<file path="src/rtl/wdp_pkg.sv">
package wdp_pkg;
  localparam int ADDR_W = 2;
  localparam int DATA_W = 8;

  localparam logic [ADDR_W-1:0] A_TCTL = 2'd0;
  localparam logic [ADDR_W-1:0] A_WCTL = 2'd1;
  localparam logic [ADDR_W-1:0] A_WCLR = 2'd2;

  typedef enum logic [1:0] {
    STG_LO  = 2'd0,
    STG_MID = 2'd1,
    STG_HI  = 2'd2,
    STG_HI2 = 2'd3
  } stage_e;

  typedef struct packed {
    logic   lock;
    logic   en;
    stage_e stage;
  } wctl_t;
endpackage

</file>
<file path="src/rtl/wdp_prescaler.sv">
module wdp_prescaler #(
  parameter int PRE_W   = 14,
  parameter int TAP_LO  = 8,
  parameter int TAP_MID = 11,
  parameter int TAP_HI  = 14
) (
  input  logic            clk,
  input  logic            rst,
  input  logic            sys_tick,
  input  logic            sub_tick,
  input  logic            clk_sel,
  input  logic            restart,
  input  wdp_pkg::stage_e stage,
  output logic            tap_rise
);
  localparam int NTAP = 3;

  function automatic int tap_bit(input int i);
    case (i)
      0:       tap_bit = TAP_LO - 1;
      1:       tap_bit = TAP_MID - 1;
      default: tap_bit = TAP_HI - 1;
    endcase
  endfunction

  logic [PRE_W-1:0] count;
  logic [NTAP-1:0]  taps;
  logic             step;
  logic             tap_now;
  logic             tap_prev;
  logic [1:0]       idx;

  assign step = clk_sel ? sub_tick : sys_tick;

  always_ff @(posedge clk) begin
    if (rst || restart) count <= '0;
    else if (step)      count <= count + 1'b1;
  end

  for (genvar i = 0; i < NTAP; i++) begin : g_tap
    assign taps[i] = count[tap_bit(i)];
  end

  assign idx     = (stage == wdp_pkg::STG_HI2) ? 2'd2 : stage;
  assign tap_now = taps[idx];

  always_ff @(posedge clk) begin
    if (rst) tap_prev <= 1'b0;
    else     tap_prev <= tap_now;
  end

  assign tap_rise = tap_now && !tap_prev;

  AST_PRE_HOLD: assert property (@(posedge clk) disable iff (rst)
    (!step && !restart) |=> $stable(count));
endmodule

</file>
<file path="src/rtl/wdp_wdog.sv">
module wdp_wdog #(
  parameter int CNT_W = 3
) (
  input  logic             clk,
  input  logic             rst,
  input  logic             tap_rise,
  input  logic             ctl_wr,
  input  wdp_pkg::wctl_t   ctl_in,
  input  logic             clr,
  output wdp_pkg::wctl_t   ctl,
  output logic             active,
  output logic [CNT_W-1:0] cnt,
  output logic             wd_reset
);
  localparam logic [CNT_W-1:0] CNT_MAX = {CNT_W{1'b1}};

  always_ff @(posedge clk) begin
    if (rst)                    ctl <= '0;
    else if (ctl_wr && !ctl.lock) ctl <= ctl_in;
  end

  assign active = ctl.en || ctl.lock;

  always_ff @(posedge clk) begin
    if (rst) begin
      cnt      <= '0;
      wd_reset <= 1'b0;
    end else begin
      wd_reset <= active && !clr && tap_rise && (cnt == CNT_MAX);
      if (!active || clr) cnt <= '0;
      else if (tap_rise)  cnt <= cnt + 1'b1;
    end
  end

  AST_ONE_PULSE: assert property (@(posedge clk) disable iff (rst)
    wd_reset |=> !wd_reset);
  AST_LOCK_STICKY: assert property (@(posedge clk) disable iff (rst)
    ctl.lock |=> (ctl.lock && $stable(ctl)));
  AST_IDLE_ZERO: assert property (@(posedge clk) disable iff (rst)
    (!active && $past(!active)) |-> (cnt == '0));
  AST_CNT_STEP: assert property (@(posedge clk) disable iff (rst)
    (cnt != $past(cnt)) |-> (cnt == '0 || cnt == CNT_W'($past(cnt) + 1'b1)));
endmodule

</file>
<file path="src/rtl/wdp_regs.sv">
module wdp_regs #(
  parameter int CNT_W = 3
) (
  input  logic                        clk,
  input  logic                        rst,
  input  logic [wdp_pkg::ADDR_W-1:0]  addr,
  input  logic                        rd_en,
  input  logic                        wr_en,
  input  logic [wdp_pkg::DATA_W-1:0]  wr_data,
  input  wdp_pkg::wctl_t              ctl,
  input  logic                        active,
  input  logic [CNT_W-1:0]            cnt,
  output logic                        clk_sel,
  output logic                        restart,
  output logic                        ctl_wr,
  output wdp_pkg::wctl_t              ctl_in,
  output logic                        clr,
  output logic [wdp_pkg::DATA_W-1:0]  rd_data
);
  import wdp_pkg::*;

  logic tctl_wr;

  assign tctl_wr = wr_en && (addr == A_TCTL);
  assign restart = tctl_wr && wr_data[1] && !active;
  assign ctl_wr  = wr_en && (addr == A_WCTL);
  assign ctl_in  = wctl_t'(wr_data[3:0]);
  assign clr     = rd_en && (addr == A_WCLR);

  always_ff @(posedge clk) begin
    if (rst)          clk_sel <= 1'b0;
    else if (tctl_wr) clk_sel <= wr_data[0];
  end

  always_ff @(posedge clk) begin
    if (rst) rd_data <= '0;
    else if (rd_en) begin
      case (addr)
        A_TCTL:  rd_data <= DATA_W'(clk_sel);
        A_WCTL:  rd_data <= DATA_W'(ctl);
        A_WCLR:  rd_data <= DATA_W'(cnt);
        default: rd_data <= '0;
      endcase
    end
  end
endmodule

</file>
<file path="src/rtl/wdp_top.sv">
module wdp_top #(
  parameter int PRE_W   = 14,
  parameter int TAP_LO  = 8,
  parameter int TAP_MID = 11,
  parameter int TAP_HI  = 14,
  parameter int CNT_W   = 3
) (
  input  logic       clk,
  input  logic       rst,
  input  logic       sys_tick,
  input  logic       sub_tick,
  input  logic [1:0] addr,
  input  logic       rd_en,
  input  logic       wr_en,
  input  logic [7:0] wr_data,
  output logic [7:0] rd_data,
  output logic       wd_reset
);
  wdp_pkg::wctl_t   ctl;
  wdp_pkg::wctl_t   ctl_in;
  logic             active;
  logic [CNT_W-1:0] cnt;
  logic             clk_sel;
  logic             restart;
  logic             ctl_wr;
  logic             clr;
  logic             tap_rise;

  wdp_prescaler #(
    .PRE_W(PRE_W), .TAP_LO(TAP_LO), .TAP_MID(TAP_MID), .TAP_HI(TAP_HI)
  ) u_pre (
    .clk(clk), .rst(rst), .sys_tick(sys_tick), .sub_tick(sub_tick),
    .clk_sel(clk_sel), .restart(restart), .stage(ctl.stage),
    .tap_rise(tap_rise)
  );

  wdp_wdog #(.CNT_W(CNT_W)) u_wd (
    .clk(clk), .rst(rst), .tap_rise(tap_rise), .ctl_wr(ctl_wr),
    .ctl_in(ctl_in), .clr(clr), .ctl(ctl), .active(active),
    .cnt(cnt), .wd_reset(wd_reset)
  );

  wdp_regs #(.CNT_W(CNT_W)) u_regs (
    .clk(clk), .rst(rst), .addr(addr), .rd_en(rd_en), .wr_en(wr_en),
    .wr_data(wr_data), .ctl(ctl), .active(active), .cnt(cnt),
    .clk_sel(clk_sel), .restart(restart), .ctl_wr(ctl_wr),
    .ctl_in(ctl_in), .clr(clr), .rd_data(rd_data)
  );
endmodule

</file>
<file path="config.mk">
export PLATFORM = sky130hd
export DESIGN_NAME = wdp_top
export DESIGN_NICKNAME = d
export VERILOG_FILES = /design/src/rtl/wdp_pkg.sv /design/src/rtl/wdp_prescaler.sv /design/src/rtl/wdp_wdog.sv /design/src/rtl/wdp_regs.sv /design/src/rtl/wdp_top.sv
export SDC_FILE = /design/constraint.sdc
export NUM_CORES = 1
export LEC_CHECK = 0
export BUFFER_PORTS_ARGS = -buffer_cell sky130_fd_sc_hd__buf_2
export CAP_MARGIN = 20
export CORE_MARGIN = 2
export CORE_UTILIZATION = 30
export DETAILED_ROUTE_END_ITERATION = 10
export PLACE_DENSITY = 0.47
export SKIP_LAST_GASP = 1
export SYNTH_ARGS = -nofsm -noshare
export SYNTH_HDL_FRONTEND = slang
export SYNTH_SLANG_ARGS = --single-unit
</file>
<file path="constraint.sdc">
create_clock -name clk -period 3 [get_ports clk]
set_input_delay 0.15 -clock clk [delete_from_list [all_inputs] [get_ports clk]]
set_output_delay 0.15 -clock clk [all_outputs]
set_load 0.01 [all_outputs]
</file>
==> impl_metrics.ini, run 1 <==
[placed_design]
dp.final_hpwl_mm = 1.93
io_buffer_count = 16
pre_cts_ws_ns = 1.39
finalWeightedCongestion = 0.733

[global_routing]
grt_overflow = 0
number_of_global_route_vias_before_repair = 949
maximum_number_of_pins_on_one_net_before_global_route_repair = 17
grt_use_total = 0.109
antenna_violations_before_repair = 0
grt_pass1_wl_mm = 4.32

[worst_setup_path]
critical_path.cell_chain = mux2i_2 -> nor4_4 -> nand3_1 -> mux2_1
crit_path_max_incr_delay_ns = 0.48
regToRegStartpoint = u_regs.clk_sel$_SDFFE_PP0P_
critPathArrivalTime_ns = 1.77
timing.critical_path.slowest_stage_cell = sky130_fd_sc_hd__mux2i_2
timing.reg2reg.setup_slack_ns = 1.41
critical_path_peak_fanout = 7
end_kind = flop
critical_path_class = reg -> reg
reg2reg_depth = 4
rr_endpoint = u_pre.count[13]$_SDFFE_PP0P_
worstPathRequired_ns = 3.17
cp_launch_type = flop

[detailed_routing]
viasPerCell = 4.82
route.final.wire_length_mm = 2.50
drt_iter0_drc = 22
route.antenna.remaining_nets = 0
wire_per_inst_um = 12.0
drt-pass1-iter-count = 4
route.vias.total = 1003
drcViolationCount = 0

[logic_synthesis]
synthDistinctLibCells = 42
cell_type_with_the_largest_total_area_after_synthesis = sky130_fd_sc_hd__dfxtp_1
synth_flop_cell = sky130_fd_sc_hd__dfxtp_1
synth-async-reset-ratio = 0
synth.avg_cell_area_um2 = 9.34
synth_cells = 140
ys_top_cells_by_count = sky130_fd_sc_hd__dfxtp_1, sky130_fd_sc_hd__nor2_1, sky130_fd_sc_hd__mux2i_1, sky130_fd_sc_hd__nand2_1
count_of_state_elements_after_synthesis = 28
yosysMostFrequentCell = sky130_fd_sc_hd__dfxtp_1
synth-warning-count = 0
netlist_area_um2 = 1310
synth_area_leaders = sky130_fd_sc_hd__dfxtp_1, sky130_fd_sc_hd__nor2_1, sky130_fd_sc_hd__mux2i_1, sky130_fd_sc_hd__xnor2_1, sky130_fd_sc_hd__ha_1
synth_top_cell_area_share = 0.429
synth-edff-count = 0
synth_seq_area_share = 0.429

[clock_network]
cts.repair.resized = 0
clock_tree.buffer_depth = 2
htree_num_levels = 1
cts_buffers = 3
count_of_hold_buffers_inserted_by_post_cts_repair = 0
worst_skew_pair.late_latency_ns = 0.27
cts_num_sinks = 28
cts_tree = done
path_clk_slew_ns = 0.10
number_of_setup_buffers_added_after_cts = 0
ctsRootBufferMaster = sky130_fd_sc_hd__clkbuf_8

[timing]
report.final.slew_viol_count = 0
layout_worst_path_cycle_share = 0.531
finalSetupViolations = 0
fin_crit_ns = 1.59
layout_setup_ws_ns = 1.41
report.final.hold_viol_count = 0
finClkSkew_ns = 0.00723
final_total_negative_setup_slack_ns = 0
grt_setup_unrepaired = false
timing_worst_slew_pin_value_ns = 0.886
max_clock_freq_mhz = 627
slew_headroom = 0.401

[cells_and_area]
nNetsFinal = 176
antenna-diode-count = 0
fin_util = 0.350
drive_gt1_frac = 0.199
growth_of_design_area_from_synthesis_to_finish_pct = 14.2

[pwr]
power.share.switching = 0.213
net_sw_power_uw = 157
pwr-share-clk = 0.403
vdd_ir_drop_max_mv = 0.434
sequentialPowerShare = 0.523
cellPowerDensity_nw_per_um2 = 494
p_leak_uw = 0.000568
p_int_uw = 580
power.share.combinational = 0.074

[floorplan]
die_h_um = 70.0
design.die.area_um2 = 4900
row_count = 24
io_pins = 25
initial_utilization = 0.307
floorplan.die.width_um = 70.0
placeable_core_region_um2 = 4260

[hold_path]
min_path_cells = 3
timing.hold.worst_endpoint = u_wd.ctl[2]$_SDFFE_PP0P_
hp-start = wr_data[2]
holdCritPathClass = in -> reg

[status]
run_status = completed

[flow_run]
maxCapViolCount = 0
## stage by stage
step / power (uW) / area, um^2 / std cells / hold slack [ns]
3_5_place_dp: 450 / 1420 / 204 / 0.400
4_1_cts: 755 / 1490 / 208 / 0.0979
5_1_grt: 775 / 1490 / 208 / 0.119
2_1_floorplan: 434 / 1320 / 143 / 0.289
6_report: 737 / 1490 / 208 / 0.108
3_3_place_gp: 448 / 1420 / 204 / 0.385
## registers in the layout, indices dropped and copies added (netlist names)
register and flops:
u_regs.clk_sel 1, u_pre.tap_prev 1, u_wd.wd_reset 1, u_wd.cnt 3
u_pre.count 14, u_wd.ctl 4, u_regs.rd_data 4
## cell families after synthesis
group	Yosys count	synth area share
xor gates and xnor gates	10	0.0670
AOI/OAI and AO/OA	21	0.110
DFF	28	0.429
and+or+nand+nor	58	0.240
buffers and inverters	9	0.0383
muxes	10	0.0842
other	1	0.00287
adders and majority gates	3	0.0287
## worst max-delay path by stage
stage | from | endpoint | slack [ns] | cells after the start
2_1_floorplan | u_pre.count[0]$_SDFFE_PP0P_ | u_pre.count[12]$_SDFFE_PP0P_ | 1.57 | 5
3_3_place_gp | u_regs.clk_sel$_SDFFE_PP0P_ | u_pre.count[13]$_SDFFE_PP0P_ | 1.41 | 4
3_5_place_dp | u_regs.clk_sel$_SDFFE_PP0P_ | u_pre.count[13]$_SDFFE_PP0P_ | 1.39 | 4
4_1_cts | u_regs.clk_sel$_SDFFE_PP0P_ | u_pre.count[13]$_SDFFE_PP0P_ | 1.37 | 4
5_1_grt | u_pre.count[3]$_SDFFE_PP0P_ | u_pre.count[13]$_SDFFE_PP0P_ | 1.28 | 4
6_report | u_regs.clk_sel$_SDFFE_PP0P_ | u_pre.count[13]$_SDFFE_PP0P_ | 1.41 | 4
## critical path: cells and delay by family, from the launching register on
kind,cells,cell delay (ns)
mux,2,0.80
flops,1,0.47
simple gates,2,0.23
## power groups by stage
stage	Clock, uW	Combinational (uW)	Sequential (uW)
2_1_floorplan	0	39.8	394
3_3_place_gp	0	53.9	394
3_5_place_dp	0	55.3	394
4_1_cts	314	55.4	386
5_1_grt	327	61.6	387
6_report	297	54.8	385
## final cells by class
class / count / area [um^2]
repair buffers: 16 / 80.1
multi-input cells: 106 / 708
fillers: 467 / 2770
well taps: 52 / 65.1
clock inverters: 1 / 30.0
clock buffers: 3 / 41.3
flip-flops and latches: 28 / 561
inverters: 2 / 7.51
## routing by layer
metal  vias to the layer above  part of all wire  global-route usage
met5                         -                 0                   0
met4                         0            0.0032              0.0128
met3                         2             0.046              0.0390
met2                        22              0.51               0.198
met1                       462              0.44               0.126
li1                        517                 -                   -
## layout by cell type (no fill, tap or decap), drive strengths merged, types with 3 or more instances in the layout
cell type and instances:
buf 16, nand3 5, dfxtp 28, a21oi 7
clkbuf 3, nand2 7, xnor2 6, ha 3
a211oi 5, xor2 4, nor2 24, nor2b 3
nand4 4, mux2i 8, conb 4
Power figures use the tool's default switching activity.
==> run 2, diff against run 1 <==
==> constraint.sdc (replaced) <==
create_clock -name clk -period 1.65 [get_ports clk]
set_input_delay 0.0825 -clock clk [delete_from_list [all_inputs] [get_ports clk]]
set_output_delay 0.0825 -clock clk [all_outputs]
set_load 0.01 [all_outputs]
==> run 2 against run 1 <==
  * Wire length up 0.20%
  * Utilization rose by 0.76 points
  * Sequential share of layout area fell by 0.64 points
  * Global-route usage hardly changed
  * Clock skew is 0.0071 ns higher
  * Die area stayed put
  * Sequential power up 82%
  * First-iteration DRC count up 9.1%
  * Via count grew 1.6%
  * Cell count rose by 1.9%
  * Critical path type unchanged
==> impl_metrics.ini, run 2 (synthesis results as in run 1) <==
[status]
run_status = completed

[worst_setup_path]
critPathArrivalTime_ns = 1.77
critical_path_peak_fanout = 4
end_kind = flop
critical_path_class = reg -> reg
cp_launch_type = flop
worstPathRequired_ns = 1.88

[detailed_routing]
viasPerCell = 4.81
drcViolationCount = 0
route.final.wire_length_mm = 2.51
route.antenna.remaining_nets = 0
drt_iter0_drc = 24
drt-pass1-iter-count = 4
wire_per_inst_um = 11.8
route.vias.total = 1019

[timing]
fin_crit_ns = 1.54
max_clock_freq_mhz = 647
layout_setup_ws_ns = 0.106
layout_worst_path_cycle_share = 0.936
finalSetupViolations = 0
finClkSkew_ns = 0.0144
report.final.slew_viol_count = 0
final_total_negative_setup_slack_ns = 0
grt_setup_unrepaired = false
report.final.hold_viol_count = 0

[floorplan]
row_count = 24
die_h_um = 70.0
placeable_core_region_um2 = 4260
io_pins = 25
initial_utilization = 0.307
design.die.area_um2 = 4900
floorplan.die.width_um = 70.0

[placed_design]
dp.final_hpwl_mm = 1.89
area_post_placement_um2 = 1450
pre_cts_ws_ns = 0.0884
finalWeightedCongestion = 0.754
io_buffer_count = 16

[cells_and_area]
mostFrequentLayoutCell = sky130_fd_sc_hd__dfxtp_1
top_regs = u_pre.count (14), u_regs.rd_data (4), u_wd.ctl (4)
post-route-cell-area_um2 = 1530
largest_register = u_pre.count
drive_gt1_frac = 0.231
growth_of_design_area_from_synthesis_to_finish_pct = 16.7
antenna-diode-count = 0
nNetsFinal = 180
largest_reg_flops = 14
fin_util = 0.358
most-common-layout-cells = sky130_fd_sc_hd__dfxtp_1, sky130_fd_sc_hd__nor2_1, sky130_fd_sc_hd__buf_2, sky130_fd_sc_hd__mux2i_1, sky130_fd_sc_hd__nand2_1

[clock_network]
cts_buffers = 3
count_of_hold_buffers_inserted_by_post_cts_repair = 0
cts_num_sinks = 28
cts.repair.resized = 0
clock_tree.buffer_depth = 2
htree_num_levels = 1
cts_tree = done
worst_skew_pair.late_latency_ns = 0.28
ctsRootBufferMaster = sky130_fd_sc_hd__clkbuf_8
number_of_setup_buffers_added_after_cts = 0
path_clk_slew_ns = 0.11

[global_routing]
grt_overflow = 0
grt_pass1_wl_mm = 4.36
grt_use_total = 0.109
maximum_number_of_pins_on_one_net_before_global_route_repair = 17
antenna_violations_before_repair = 0
number_of_global_route_vias_before_repair = 999

[pwr]
total_power_uw = 1350
pwr-share-clk = 0.405
power.share.switching = 0.217
net_sw_power_uw = 294
cellPowerDensity_nw_per_um2 = 888
vdd_ir_drop_max_mv = 0.404
sequentialPowerShare = 0.518
p_leak_uw = 0.000588
power.share.combinational = 0.077
p_int_uw = 1060

[flow_run]
maxCapViolCount = 0

[hold_path]
holdCritPathClass = in -> reg
[run 2: changes by cell type in the layout (fill, tap and decap cells not counted), sizes merged]
cell,delta
buf,+4
[run 2: worst max-delay path, cell delays in order (launching register included)]
cell                      delay, ns
sky130_fd_sc_hd__dfxtp_1       0.37
sky130_fd_sc_hd__ha_1          0.17
sky130_fd_sc_hd__and2_1        0.21
sky130_fd_sc_hd__nand2_1       0.12
sky130_fd_sc_hd__or4_4         0.49
sky130_fd_sc_hd__a21oi_2       0.14
[run 2: worst paths after layout]
path,from,to,slack [ns],depth (start not counted)
max,u_pre.count[1]$_SDFFE_PP0P_,u_pre.count[12]$_SDFFE_PP0P_,0.11,5
min reg2reg,u_regs.rd_data[3]$_SDFFE_PP0P_,u_regs.rd_data[3]$_SDFFE_PP0P_,0.48,2
min,wr_data[2],u_wd.ctl[2]$_SDFFE_PP0P_,0.03,3
max reg2reg,u_pre.count[1]$_SDFFE_PP0P_,u_pre.count[12]$_SDFFE_PP0P_,0.11,5
[run 2: area by class of cell]
cell class | instances | area (um^2)
clock buffer | 3 | 41.3
clock inverter | 1 | 30.0
fill | 465 | 2740
inverter | 2 | 7.51
multi-input combinational | 106 | 708
sequential | 28 | 563
tap | 52 | 65.1
timing repair buffer | 20 | 110
[run 2: through the flow]
stage / instances / hold WS [ns]
after detailed placement: 208 / 0.334
after floorplan: 143 / 0.221
final: 212 / 0.0326
after global placement: 208 / 0.318
after CTS: 212 / 0.0305
after global routing: 212 / 0.0506
[run 2: per-layer routing]
metal,vias to the layer above,track usage,routed length (um)
met5,-,0,0
met4,0,0.0321,14
met3,2,0.0332,113
met2,18,0.192,1210
met1,476,0.128,1170
li1,523,-,-
[run 2: power by group through the flow]
stage / Combinational, uW / Sequential [uW] / Clock (uW)
after floorplan: 72.4 / 716 / 0
after global placement: 102 / 716 / 0
after detailed placement: 105 / 717 / 0
after CTS: 105 / 701 / 562
after global routing: 117 / 705 / 597
final: 104 / 702 / 549
